===== src/rtl/txRetryPkg.sv =====
package txRetryPkg;
  localparam int NUM_ERR       = 9;
  localparam int IDX_JABBER    = 0;
  localparam int IDX_NOCARRIER = 1;
  localparam int IDX_EXDEFER   = 2;
  localparam int IDX_LATECOLL  = 3;
  localparam int IDX_EXCOLL    = 4;
  localparam int IDX_UNDERRUN  = 5;
  localparam int IDX_DEFERRED  = 6;
  localparam int IDX_COLLISION = 7;
  localparam int IDX_HEARTBEAT = 8;

  typedef enum logic [1:0] {
    ACT_DONE  = 2'd0,
    ACT_RETRY = 2'd1,
    ACT_FLUSH = 2'd2,
    ACT_DROP  = 2'd3
  } action_t;

  typedef struct packed {
    logic stickyLoad;
    logic setExhaust;
    logic cntInc;
    logic cntClr;
  } ctlStrobe_t;
endpackage


===== src/rtl/txRetryData.sv =====
module txRetryData
  import txRetryPkg::*;
#(
  parameter int MAX_RETRY = 3,
  parameter int LO_W      = 8
) (
  input  logic                 clk,
  input  logic                 rstN,
  input  ctlStrobe_t           strb,
  input  logic [NUM_ERR-1:0]   statFlags,
  input  logic                 clrLoStb,
  input  logic [LO_W-1:0]      clrLoMask,
  input  logic                 clrHiStb,
  input  logic [NUM_ERR-LO_W:0] clrHiMask,
  output logic [LO_W-1:0]      statusLo,
  output logic [NUM_ERR-LO_W:0] statusHi,
  output logic                 cntAtMax
);
  localparam int STAT_W = NUM_ERR + 1;
  localparam int HI_W   = STAT_W - LO_W;
  localparam int CNT_W  = $clog2(MAX_RETRY + 1);

  logic [STAT_W-1:0] statReg;
  logic [STAT_W-1:0] setVec;
  logic [STAT_W-1:0] clrVec;
  logic [CNT_W-1:0]  retryCnt;

  assign setVec = {strb.setExhaust, statFlags & {NUM_ERR{strb.stickyLoad}}};
  assign clrVec = {clrHiMask & {HI_W{clrHiStb}}, clrLoMask & {LO_W{clrLoStb}}};

  for (genvar b = 0; b < STAT_W; b++) begin : g_sticky
    always_ff @(posedge clk) begin
      if (!rstN)          statReg[b] <= 1'b0;
      else if (setVec[b]) statReg[b] <= 1'b1;
      else if (clrVec[b]) statReg[b] <= 1'b0;
    end
  end

  always_ff @(posedge clk) begin
    if (!rstN)            retryCnt <= '0;
    else if (strb.cntClr) retryCnt <= '0;
    else if (strb.cntInc) retryCnt <= retryCnt + 1'b1;
  end

  assign cntAtMax = (32'(retryCnt) >= MAX_RETRY);
  assign statusLo = statReg[LO_W-1:0];
  assign statusHi = statReg[STAT_W-1:LO_W];
endmodule


===== src/rtl/txRetryCtl.sv =====
module txRetryCtl
  import txRetryPkg::*;
(
  input  logic               clk,
  input  logic               rstN,
  input  logic               statValid,
  input  logic [NUM_ERR-1:0] statFlags,
  input  logic [NUM_ERR-1:0] retryEnable,
  input  logic               flushOnNoCarrier,
  input  logic               cntAtMax,
  output ctlStrobe_t         strb,
  output logic               retryReq,
  output logic               flushReq,
  output logic               frameDoneOk
);
  action_t act;
  logic    wantFlush;
  logic    wantRetry;

  assign wantFlush = statFlags[IDX_NOCARRIER] & flushOnNoCarrier;
  assign wantRetry = |(statFlags & retryEnable);

  always_comb begin
    if (wantFlush)      act = ACT_FLUSH;
    else if (!wantRetry) act = ACT_DONE;
    else if (cntAtMax)  act = ACT_DROP;
    else                act = ACT_RETRY;
  end

  always_comb begin
    strb            = '0;
    strb.stickyLoad = statValid;
    strb.setExhaust = statValid && (act == ACT_DROP);
    strb.cntInc     = statValid && (act == ACT_RETRY);
    strb.cntClr     = statValid && (act != ACT_RETRY);
  end

  always_ff @(posedge clk) begin
    if (!rstN) begin
      retryReq    <= 1'b0;
      flushReq    <= 1'b0;
      frameDoneOk <= 1'b0;
    end else begin
      retryReq    <= statValid && (act == ACT_RETRY);
      flushReq    <= statValid && (act == ACT_FLUSH);
      frameDoneOk <= statValid && ((act == ACT_DONE) || (act == ACT_DROP));
    end
  end
endmodule


===== src/rtl/txRetryCtrl.sv =====
module txRetryCtrl
  import txRetryPkg::*;
#(
  parameter int MAX_RETRY = 3
) (
  input  logic               clk,
  input  logic               rstN,
  input  logic               statValid,
  input  logic [8:0]         statFlags,
  input  logic [8:0]         retryEnable,
  input  logic               flushOnNoCarrier,
  input  logic               clrLoStb,
  input  logic [7:0]         clrLoMask,
  input  logic               clrHiStb,
  input  logic [1:0]         clrHiMask,
  output logic [7:0]         statusLo,
  output logic [1:0]         statusHi,
  output logic               retryReq,
  output logic               flushReq,
  output logic               frameDoneOk
);
  ctlStrobe_t strb;
  logic       cntAtMax;

  txRetryCtl u_ctl (
    .clk(clk), .rstN(rstN), .statValid(statValid), .statFlags(statFlags),
    .retryEnable(retryEnable), .flushOnNoCarrier(flushOnNoCarrier),
    .cntAtMax(cntAtMax), .strb(strb), .retryReq(retryReq),
    .flushReq(flushReq), .frameDoneOk(frameDoneOk)
  );

  txRetryData #(.MAX_RETRY(MAX_RETRY), .LO_W(8)) u_data (
    .clk(clk), .rstN(rstN), .strb(strb), .statFlags(statFlags),
    .clrLoStb(clrLoStb), .clrLoMask(clrLoMask), .clrHiStb(clrHiStb),
    .clrHiMask(clrHiMask), .statusLo(statusLo), .statusHi(statusHi),
    .cntAtMax(cntAtMax)
  );
endmodule


===== config.mk =====
export PLATFORM = sky130hd
export DESIGN_NAME = txRetryCtrl
export DESIGN_NICKNAME = d
export VERILOG_FILES = /design/src/rtl/txRetryPkg.sv /design/src/rtl/txRetryData.sv /design/src/rtl/txRetryCtl.sv /design/src/rtl/txRetryCtrl.sv
export SDC_FILE = /design/constraint.sdc
export NUM_CORES = 1
export LEC_CHECK = 0
export CORE_UTILIZATION = 32
export DETAILED_ROUTE_END_ITERATION = 7
export GPL_TIMING_DRIVEN = 0
export PLACE_DENSITY = 0.76
export SYNTH_ARGS = -nofsm -noshare
export SYNTH_HDL_FRONTEND = slang
export SYNTH_SLANG_ARGS = --single-unit

===== constraint.sdc =====
create_clock -name clk -period 1.7 [get_ports clk]
set_input_delay 0.17 -clock clk [delete_from_list [all_inputs] [get_ports clk]]
set_output_delay 0.17 -clock clk [all_outputs]
set_load 0.05 [all_outputs]

==> flow_results.xml <==
<?xml version="1.0" encoding="UTF-8"?>
<metrics>
  <group name="synth">
    <metric name="leading_post_synthesis_cells_by_instance_count" unit="">15 x dfxtp_1, 14 x nand2_1, 13 x a22oi_1</metric>
    <metric name="synth_most_common_cell" unit="">dfxtp_1</metric>
    <metric name="netlist_area" unit="um^2">631</metric>
    <metric name="syn_nets" unit="">106</metric>
    <metric name="yosys_most_used_dff" unit="">dfxtp_1</metric>
    <metric name="synth.lib_cells_used.distinct" unit="">16</metric>
    <metric name="synth-edff-count" unit="">0</metric>
    <metric name="synth_area_leader_cell" unit="">dfxtp_1</metric>
    <metric name="synth_area_leaders" unit="">dfxtp_1 48%, a22oi_1 15%, nor2b_1 11%, nand2_1 8.3%, ha_1 4.0%</metric>
    <metric name="synthCells" unit="">70</metric>
    <metric name="synth_top_area_share" unit="%">47.6</metric>
    <metric name="synth.ff_latch_count" unit="">15</metric>
    <metric name="synthesis.yosys.warnings" unit="">0</metric>
    <metric name="postSynth.asyncResetShare" unit="%">0</metric>
    <metric name="synth-seq-area-share" unit="%">47.6</metric>
    <metric name="syn-mean-instance-area" unit="um^2">9.01</metric>
  </group>
  <group name="worst_setup_path">
    <metric name="timing.critical_path.required" unit="ns">1.53</metric>
    <metric name="cp-end-kind" unit="">output port</metric>
    <metric name="worst-endpoint-arrival" unit="ns">1.44</metric>
    <metric name="cp_top_family" unit="">buffers and inverters</metric>
    <metric name="crit_buf_inv" unit="">1</metric>
    <metric name="critical_path.max_fanout" unit="">2</metric>
    <metric name="max_stage_delay" unit="ns">0.81</metric>
    <metric name="critPathLaunchType" unit="">flip-flop</metric>
    <metric name="timing.setup.critical_path_class" unit="">flip-flop to output port</metric>
    <metric name="critical_path.cell_chain" unit="">clkdlybuf4s50_1</metric>
    <metric name="cp_max_stage_cell" unit="">clkdlybuf4s50_1</metric>
  </group>
  <group name="grt">
    <metric name="wire_length_of_the_first_global_routing_pass" unit="um">2670</metric>
    <metric name="first_global_vias" unit="">637</metric>
    <metric name="grt_antenna_before_repair" unit="">0</metric>
    <metric name="grt_overflow_total" unit="">0</metric>
    <metric name="pin_count_of_the_biggest_net_entering_global_routing" unit="">11</metric>
    <metric name="grt_util_all_layers" unit="%">17.9</metric>
  </group>
  <group name="clock_network">
    <metric name="num_cts_buffers" unit="">3</metric>
    <metric name="post-cts-setup-buffer-count" unit="">0</metric>
    <metric name="cts_stage_hold_buffer_count" unit="">0</metric>
    <metric name="post_cts_resize_count" unit="">0</metric>
    <metric name="clkTransAtPathRegs" unit="ns">0.09</metric>
    <metric name="tritoncts" unit="">done</metric>
    <metric name="ctsHtreeMaxLevel" unit="">1</metric>
    <metric name="worstSkewPairLatency" unit="ns">0.28</metric>
    <metric name="cts.sinks" unit="">15</metric>
    <metric name="cts-root-to-sink-buffers" unit="">2</metric>
    <metric name="cts_root_buffer" unit="">clkbuf_4</metric>
  </group>
  <group name="floorplanning">
    <metric name="coreArea" unit="um^2">1780</metric>
    <metric name="ioPinCount" unit="">47</metric>
    <metric name="initial_utilization" unit="%">35.4</metric>
    <metric name="die_height" unit="um">46.4</metric>
    <metric name="die_width" unit="um">46.4</metric>
    <metric name="fp.dieArea" unit="um^2">2150</metric>
    <metric name="placementRows" unit="">15</metric>
  </group>
  <group name="sta">
    <metric name="postLayoutSetupSlackWorst" unit="ns">0.0913</metric>
    <metric name="fin_crit_sh" unit="%">94.6</metric>
    <metric name="max_slew.worst_pin.slew" unit="ns">0.510</metric>
    <metric name="finalMaxSlewViolations" unit="">0</metric>
    <metric name="finClkSkew" unit="ns">0.000571</metric>
    <metric name="final_period_minus_worst_setup_slack" unit="ns">1.61</metric>
    <metric name="report.final.hold_viol_count" unit="">0</metric>
    <metric name="unrepaired_setup_endpoints_after_global_routing" unit="">no</metric>
    <metric name="max_slew_margin" unit="%">65.9</metric>
    <metric name="maxClockFrequency" unit="GHz">0.622</metric>
    <metric name="setup_violations" unit="">0</metric>
  </group>
  <group name="detailed_routing">
    <metric name="detailedRoute.firstPassIterationCount" unit="">4</metric>
    <metric name="vias" unit="">674</metric>
    <metric name="routed-wl-met2" unit="um">889</metric>
    <metric name="dr_wl_met3" unit="um">104</metric>
    <metric name="postRouteAntennaNets" unit="">0</metric>
    <metric name="routed.top_layer" unit="">met4</metric>
    <metric name="met1Wirelength" unit="um">726</metric>
    <metric name="vias_per_cell" unit="">4.68</metric>
    <metric name="avgRoutedWirePerCell" unit="um">12.1</metric>
    <metric name="drc" unit="">0</metric>
    <metric name="first_iter_violations" unit="">9</metric>
    <metric name="totalWireLength" unit="um">1740</metric>
  </group>
  <group name="run_status">
    <metric name="run_status" unit="">finished, final reports clean</metric>
  </group>
  <group name="power_and_ir_drop">
    <metric name="power_total" unit="uW">835</metric>
    <metric name="vdd.ir_drop.worst" unit="mV">0.465</metric>
    <metric name="power.static_leakage" unit="nW">0.434</metric>
    <metric name="p_per_area" unit="nW/um^2">733</metric>
  </group>
  <group name="layout">
    <metric name="post-route-util" unit="%">63.9</metric>
    <metric name="synthToLayoutAreaGrowth" unit="%">80.6</metric>
    <metric name="fin_nets" unit="">156</metric>
    <metric name="final_cell_count_no_fill" unit="">144</metric>
    <metric name="layout-drive-gt1-share" unit="%">4.20</metric>
    <metric name="antenna_cells_inserted" unit="">0</metric>
  </group>
  <group name="place">
    <metric name="dp_worst_slack" unit="ns">-0.227</metric>
    <metric name="place.detailed.instances" unit="">140</metric>
    <metric name="finalWeightedCongestion" unit="">0.766</metric>
    <metric name="portBuffers" unit="">45</metric>
    <metric name="post-dp-hpwl" unit="um">1370</metric>
  </group>
  <group name="job">
    <metric name="cap_viol_max_count" unit="">0</metric>
  </group>
  <group name="worst_hold_path">
    <metric name="hold_path_class" unit="">primary input to flip-flop</metric>
  </group>
</metrics>
-- cell type report --
type	instances	area, um^2
Multi-Input combinational cell	50	310
Clock buffer	4	26.3
Inverter	2	7.51
Tap cell	25	31.3
Buffer	3	12.5
Timing Repair Buffer	45	450
Fill cell	156	644
Sequential cell	15	300
-- sequential cells by signal, indices dropped and copies added, names as in the netlist --
signal	flops
u_ctl.retryReq	1
u_data.retryCnt	2
u_data.statusLo	8
u_ctl.flushReq	1
u_data.statusHi	2
u_ctl.frameDoneOk	1
-- final timing paths --
kind | cells past startpoint | slack (ns) | to | start
setup reg to reg | 6 | 0.45 | u_data.statusHi[1]$_SDFFE_PN0P_ | u_data.retryCnt[0]$_SDFFE_PP0P_
hold / removal | 4 | 0.37 | u_data.statusLo[6]$_SDFFE_PN0P_ | clrLoStb
setup / recovery | 1 | 0.09 | statusLo[4] | u_data.statusLo[4]$_SDFFE_PN0P_
hold reg to reg | 2 | 0.48 | u_data.retryCnt[1]$_SDFFE_PP0P_ | u_data.retryCnt[1]$_SDFFE_PP0P_
-- metal layers --
metal  up-vias  track usage (%)
li1        349                -
met1       294             19.2
met2        26             31.4
met3         5             6.27
met4         0             7.06
met5         -                0
-- cell usage in the layout (no fill, tap or decap) --
cell type        Yosys  routed
clkdlybuf4s50_1      0      45
dfxtp_1             15      15
nand2_1             14      14
a22oi_1             13      13
nor2b_1             11      11
clkbuf_1             2       3
clkbuf_4             0       3
inv_1                2       2
o41ai_1              2       2
nor2_1               2       2
ha_1                 2       2
a222oi_1             1       1
and4_4               1       1
a21oi_1              1       1
o21ai_0              1       1
buf_2                1       1
nand3_1              1       1
nor3_1               1       1
-- power by group --
group / internal (mW) / total, mW / switching (mW)
combinational: 0.125 / 0.244 / 0.119
clock: 0.0912 / 0.209 / 0.117
sequential: 0.372 / 0.382 / 0.00970
total: 0.589 / 0.835 / 0.246
-- cells by family (layout without fill, tap and decap cells) --
family / Yosys count / in the layout / synth area share [%]
adder cells (fa/ha/maj): 2 / 2 / 3.97
AO/OA/AOI/OAI: 18 / 18 / 21.4
buffers and inverters: 5 / 54 / 3.17
AND/OR/NAND/NOR: 30 / 30 / 23.8
flip-flops: 15 / 15 / 47.6
-- metrics by stage --
stage	hold WS [ns]	setup TNS [ns]	cell area, um^2
after floorplan	0.298	0	631
after global placement	0.435	-0.300	1110
after CTS	0.377	0	1140
after global routing	0.401	0	1140
final	0.370	0	1140
after detailed placement	0.466	-0.347	1110
No activity file was read; power rests on OpenSTA's default activity.
